$ cat config.mk
export PLATFORM = sky130hd
export DESIGN_NAME = vel_loop_filter
export DESIGN_NICKNAME = d
export VERILOG_FILES = /design/src/rtl/vlf_pkg.sv /design/src/rtl/vlf_sat_add.sv /design/src/rtl/vlf_coef_mult.sv /design/src/rtl/vlf_integrator.sv /design/src/rtl/vel_loop_filter.sv
export SDC_FILE = /design/constraint.sdc
export NUM_CORES = 2
export LEC_CHECK = 0
export ABC_AREA = 1
export BUFFER_PORTS_ARGS = -buffer_cell sky130_fd_sc_hd__buf_2
export CAP_MARGIN = 15
export CORE_ASPECT_RATIO = 2
export CORE_MARGIN = 10
export CORE_UTILIZATION = 46
export DETAILED_ROUTE_END_ITERATION = 10
export PLACE_DENSITY_LB_ADDON = 0.3
export SLEW_MARGIN = 20
export SYNTH_ARGS = -nofsm -noshare
export SYNTH_HDL_FRONTEND = slang
export SYNTH_HIERARCHICAL = 1
export SYNTH_SLANG_ARGS = --single-unit
$ cat constraint.sdc
create_clock -name clk -period 6.6 [get_ports clk]
set_input_delay 1.32 -clock clk [delete_from_list [all_inputs] [get_ports clk]]
set_output_delay 1.32 -clock clk [all_outputs]
set_load 0.01 [all_outputs]
$ cat src/rtl/vlf_pkg.sv
package vlf_pkg;
  localparam int DEF_ERR_W   = 16;
  localparam int DEF_COEF_W  = 16;
  localparam int DEF_FRAC_W  = 12;
  localparam int DEF_STATE_W = 24;
endpackage

$ cat src/rtl/vlf_sat_add.sv
module vlf_sat_add #(
  parameter int W = 24
) (
  input  logic signed [W-1:0] a_i,
  input  logic signed [W-1:0] b_i,
  output logic signed [W-1:0] sum_o
);
  localparam logic signed [W-1:0] POS_LIM = {1'b0, {(W-1){1'b1}}};
  localparam logic signed [W-1:0] NEG_LIM = {1'b1, {(W-1){1'b0}}};

  logic signed [W:0] wide_sum;

  always_comb begin
    wide_sum = {a_i[W-1], a_i} + {b_i[W-1], b_i};
    if (wide_sum[W] != wide_sum[W-1]) begin
      sum_o = wide_sum[W] ? NEG_LIM : POS_LIM;
    end else begin
      sum_o = wide_sum[W-1:0];
    end
  end
endmodule

$ cat src/rtl/vlf_coef_mult.sv
module vlf_coef_mult #(
  parameter int ERR_W  = 16,
  parameter int COEF_W = 16,
  parameter int FRAC_W = 12,
  parameter int OUT_W  = 24
) (
  input  logic signed [ERR_W-1:0]  err_i,
  input  logic signed [COEF_W-1:0] coef_i,
  output logic signed [OUT_W-1:0]  term_o
);
  localparam int PROD_W = ERR_W + COEF_W;
  localparam int SH_W   = PROD_W - FRAC_W;

  logic signed [PROD_W-1:0] prod;
  logic signed [SH_W-1:0]   shifted;

  assign prod    = PROD_W'(err_i) * PROD_W'(coef_i);
  assign shifted = SH_W'(prod >>> FRAC_W);

  generate
    if (SH_W < OUT_W) begin : g_extend
      assign term_o = {{(OUT_W-SH_W){shifted[SH_W-1]}}, shifted};
    end else if (SH_W == OUT_W) begin : g_pass
      assign term_o = shifted;
    end else begin : g_clip
      logic upper_same;
      assign upper_same = (&shifted[SH_W-1:OUT_W-1]) | ~(|shifted[SH_W-1:OUT_W-1]);
      assign term_o = upper_same ? shifted[OUT_W-1:0]
                    : (shifted[SH_W-1] ? {1'b1, {(OUT_W-1){1'b0}}}
                                       : {1'b0, {(OUT_W-1){1'b1}}});
    end
  endgenerate
endmodule

$ cat src/rtl/vlf_integrator.sv
module vlf_integrator #(
  parameter int W = 24
) (
  input  logic                clk,
  input  logic                rst_n,
  input  logic                en_i,
  input  logic signed [W-1:0] add_i,
  output logic signed [W-1:0] state_o,
  output logic signed [W-1:0] next_o
);
  logic signed [W-1:0] state_q;
  logic signed [W-1:0] state_d;
  logic signed [W-1:0] sum;

  vlf_sat_add #(.W(W)) i_add (
    .a_i   (state_q),
    .b_i   (add_i),
    .sum_o (sum)
  );

  always_comb begin
    state_d = state_q;
    if (en_i) begin
      state_d = sum;
    end
  end

  always_ff @(posedge clk or negedge rst_n) begin
    if (!rst_n) begin
      state_q <= '0;
    end else begin
      state_q <= state_d;
    end
  end

  assign state_o = state_q;
  assign next_o  = sum;
endmodule

$ cat src/rtl/vel_loop_filter.sv
module vel_loop_filter
  import vlf_pkg::*;
#(
  parameter int ERR_W   = DEF_ERR_W,
  parameter int COEF_W  = DEF_COEF_W,
  parameter int FRAC_W  = DEF_FRAC_W,
  parameter int STATE_W = DEF_STATE_W
) (
  input  logic                      clk,
  input  logic                      rst_n,
  input  logic                      upd_i,
  input  logic signed [ERR_W-1:0]   err_i,
  input  logic signed [COEF_W-1:0]  kj_i,
  input  logic signed [COEF_W-1:0]  ka_i,
  output logic signed [STATE_W-1:0] jerk_o,
  output logic signed [STATE_W-1:0] accel_o,
  output logic signed [STATE_W-1:0] vel_o,
  output logic                      valid_o
);
  localparam int NTERM = 2;

  logic signed [COEF_W-1:0]  coef  [NTERM];
  logic signed [STATE_W-1:0] term  [NTERM];
  logic signed [STATE_W-1:0] s1_q;
  logic signed [STATE_W-1:0] s1_unused_next;
  logic signed [STATE_W-1:0] s2_q;
  logic signed [STATE_W-1:0] s2_next;
  logic signed [STATE_W-1:0] accel_c;

  logic signed [STATE_W-1:0] jerk_q, jerk_d;
  logic signed [STATE_W-1:0] accel_q, accel_d;
  logic                      valid_q, valid_d;

  assign coef[0] = kj_i;
  assign coef[1] = ka_i;

  // term[0]: jerk term, term[1]: proportional part of acceleration
  generate
    for (genvar t = 0; t < NTERM; t++) begin : g_term
      vlf_coef_mult #(
        .ERR_W  (ERR_W),
        .COEF_W (COEF_W),
        .FRAC_W (FRAC_W),
        .OUT_W  (STATE_W)
      ) i_mult (
        .err_i  (err_i),
        .coef_i (coef[t]),
        .term_o (term[t])
      );
    end
  endgenerate

  // first integrator accumulates the jerk term
  vlf_integrator #(.W(STATE_W)) i_int_jerk (
    .clk     (clk),
    .rst_n   (rst_n),
    .en_i    (upd_i),
    .add_i   (term[0]),
    .state_o (s1_q),
    .next_o  (s1_unused_next)
  );

  vlf_sat_add #(.W(STATE_W)) i_accel_add (
    .a_i   (s1_q),
    .b_i   (term[1]),
    .sum_o (accel_c)
  );

  // second integrator accumulates the acceleration term
  vlf_integrator #(.W(STATE_W)) i_int_accel (
    .clk     (clk),
    .rst_n   (rst_n),
    .en_i    (upd_i),
    .add_i   (accel_c),
    .state_o (s2_q),
    .next_o  (s2_next)
  );

  always_comb begin
    jerk_d  = jerk_q;
    accel_d = accel_q;
    valid_d = upd_i;
    if (upd_i) begin
      jerk_d  = term[0];
      accel_d = accel_c;
    end
  end

  always_ff @(posedge clk or negedge rst_n) begin
    if (!rst_n) begin
      jerk_q  <= '0;
      accel_q <= '0;
      valid_q <= 1'b0;
    end else begin
      jerk_q  <= jerk_d;
      accel_q <= accel_d;
      valid_q <= valid_d;
    end
  end

  assign jerk_o  = jerk_q;
  assign accel_o = accel_q;
  assign vel_o   = s2_q;
  assign valid_o = valid_q;

  logic unused_ok;
  assign unused_ok = ^{s1_unused_next, s2_next};
endmodule

==> run summary <==
Top post-synthesis cells by area: fa_1 (34%), nand2_1 (19%), inv_1 (14%), ha_1 (9.3%), dfrtp_1 (7.9%)
Min Tclk post-route: 9.42 ns
Starting density of the core: 46.3%
Most frequently used flop master after synthesis: dfrtp_1
GRT overflow: 0
Post-Place Worst Slack: -3.71 ns
Crit share post-route: 143%
Count leader, synth: nand2_1
Tot GR Track Use: 28.4%
Core area: 66600 µm²
Share of post-route cells with drive strength above 1: 32.9%
RD Place Congestion: 1.03
DR vias/cell: 5.03
Vias in the first global route: 33207
Hold Violations, Final: 0
Hold Crit Class: flop to flop
Worst skew pair latency: 0.39 ns
CP max FO: 6
Port Buffers: 123
Reg clk slew, reported paths: 0.08 ns
Crit end category: flop
CP max-delay cell: fa_1
DRC: 0
Final wirelength: 111000 µm
Clock Skews: 0.0137 ns
Rel. slew slack: 38.0%
Flop2flop setup slack: 2.43 ns
Largest net degree at the start of global routing: 64
Status: complete, but fails checks
Num ports: 124
Sequential fraction of the synthesis area: 7.88%
Clk root buf: clkbuf_16
Synth top cells by count: nand2_1 (1524), inv_1 (1137), fa_1 (525), ha_1 (230), nor2_1 (186)
# rows: 134
Syn Inst Count: 4424
Initial antenna violation count: 0
Global-route wire length before repair: 171000 µm
Syn Std Cell Area: 30800 µm²
Setup violators final: 91
Inserted Clock Buffers: 9
Worst-Margin Slew: 0.928 ns
H-tree depth: 3
CTS tree: built
Worst EP required: 6.88 ns
Sequential Area: 2430 µm²
Fill cell count: 5747
First-pass iteration count of the detailed router: 5
Post-synth EDFFs: 0
Worst setup margin: -2.82 ns
FF+latch count, synth: 97
Die H: 386 µm
CTS Sinks: 97
Maximum clock frequency: 106 MHz
Crit path kind: input port to flop
Final net count: 6019
Routed len/inst: 18.3 µm
Die W: 203 µm
Clock tree buffer depth: 2
Max-cap violations: 0
Cell variety after synth: 46
Synth area leader: fa_1
Initial DRC count: 1275
Violated checks: negative setup slack
DIE AREA: 78400 µm²
Syn Nets: 5230
Synth top area share: 34.1%
CP startpoint kind: input port
DPL Wire Length: 91800 µm
Average cell area after synthesis: 6.97 µm²
Vias: 30677
N_diodes: 0
Synth warnings: 6
RSZ-0062 raised after global routing: yes
Antenna viol nets, final: 0
Area of the multi-input gates: 27200 µm²
Area grow syn2layout: 38.8%
Post-synth ARST share: 100%
Max-slew violations: 0
CP peak stage delay: 0.55 ns
Crit path top cell by count: nand2_2
CP arrival: 9.69 ns
[metal layers]
layer | share of wire, % | vias to the layer above | global-route usage [%]
li1 | - | 14359 | -
met1 | 30 | 14889 | 24.1
met2 | 55 | 921 | 55.5
met3 | 3.4 | 508 | 3.40
met4 | 11 | 0 | 26.4
met5 | 0 | - | 0
[through the flow]
step	instances	cell area, µm²	utilization, %	setup TNS [ns]	hold slack (ns)
2_1_floorplan	4424	32400	-	-93.43	0.482
3_3_place_gp	5966	38100	57.3	-203.42	0.448
3_5_place_dp	5966	38100	57.3	-203.30	0.454
4_1_cts	6054	40800	61.3	-131.62	0.474
5_1_grt	6102	42800	64.3	-164.13	0.494
6_report	6102	42800	64.3	-142.02	0.469
[state kept, by name (all words and copies together) (netlist names)]
register	flops
accel_o	24
i_int_accel/state_o	24
i_int_jerk/state_o	24
jerk_o	24
valid_o	1
[kinds of logic (layout without fill, tap and decap cells)]
| kind of cell | count (synthesis) | in the layout | share of synthesized area [%] |
|---|---|---|---|
| AO/OA/AOI/OAI | 239 | 239 | 4.21 |
| XOR/XNOR | 69 | 69 | 1.96 |
| adder cells (fa/ha/maj) | 755 | 755 | 43.4 |
| buffers and inverters | 1301 | 2088 | 16.6 |
| flip-flops | 97 | 97 | 7.88 |
| AND/OR/NAND/NOR | 1963 | 1970 | 25.9 |
[cell usage in the layout, fill, tap and decap left out, types with 48 or more instances in the layout]
cell and count:
nand2_1 1255, inv_1 1071, buf_4 729, fa_1 499
nand2_2 234, ha_1 128, nor2_1 116, buf_2 101
ha_4 100, dfrtp_1 97, nand2_4 83, nand3_1 69
inv_2 67, a21oi_1 56, a21oi_2 55, nand4_1 48
[layout make-up]
| type | count | area share [%] |
|---|---|---|
| clock buffers | 11 | 0.568 |
| clock inverters | 5 | 0.117 |
| flip-flops and latches | 97 | 5.68 |
| well taps | 884 | 2.59 |
| inverters | 1146 | 10.1 |
| repair buffers | 926 | 17.4 |
| multi-input cells | 3033 | 63.5 |
[worst max-delay path: cells and delay by family]
kind                     cells  cell delay, ns
AO/OA/AOI/OAI                1            0.15
XOR/XNOR                     1            0.21
adder cells (fa/ha/maj)      9            3.83
buffers and inverters       15            1.57
AND/OR/NAND/NOR             26            2.57
[final timing paths]
| kind | start | endpoint | cells after the start |
|---|---|---|---|
| setup / recovery | ka_i[5] | i_int_accel/state_o[11]$_DFFE_PN0P_ | 52 |
| hold / removal | jerk_o[18]$_DFFE_PN0P_ | jerk_o[18]$_DFFE_PN0P_ | 2 |
| setup reg to reg | i_int_jerk/state_o[9]$_DFFE_PN0P_ | i_int_accel/state_o[11]$_DFFE_PN0P_ | 30 |
| hold reg to reg | jerk_o[18]$_DFFE_PN0P_ | jerk_o[18]$_DFFE_PN0P_ | 2 |
| max in group asynchronous | rst_n | jerk_o[19]$_DFFE_PN0P_ | 2 |
| min in group asynchronous | rst_n | accel_o[16]$_DFFE_PN0P_ | 1 |
[what timing repair did]
action | in CTS | in global routing
gates resized for setup | 384 | 425
gates cloned | 10 | 4
pin swaps | 161 | 190
hold buffers | 0 | 0
buffers inserted | 62 | 48
setup endpoints to repair | 93 | 95
Power is not shown: default switching activity piles up to over one toggle a cycle in this logic, so the estimate is an artifact.
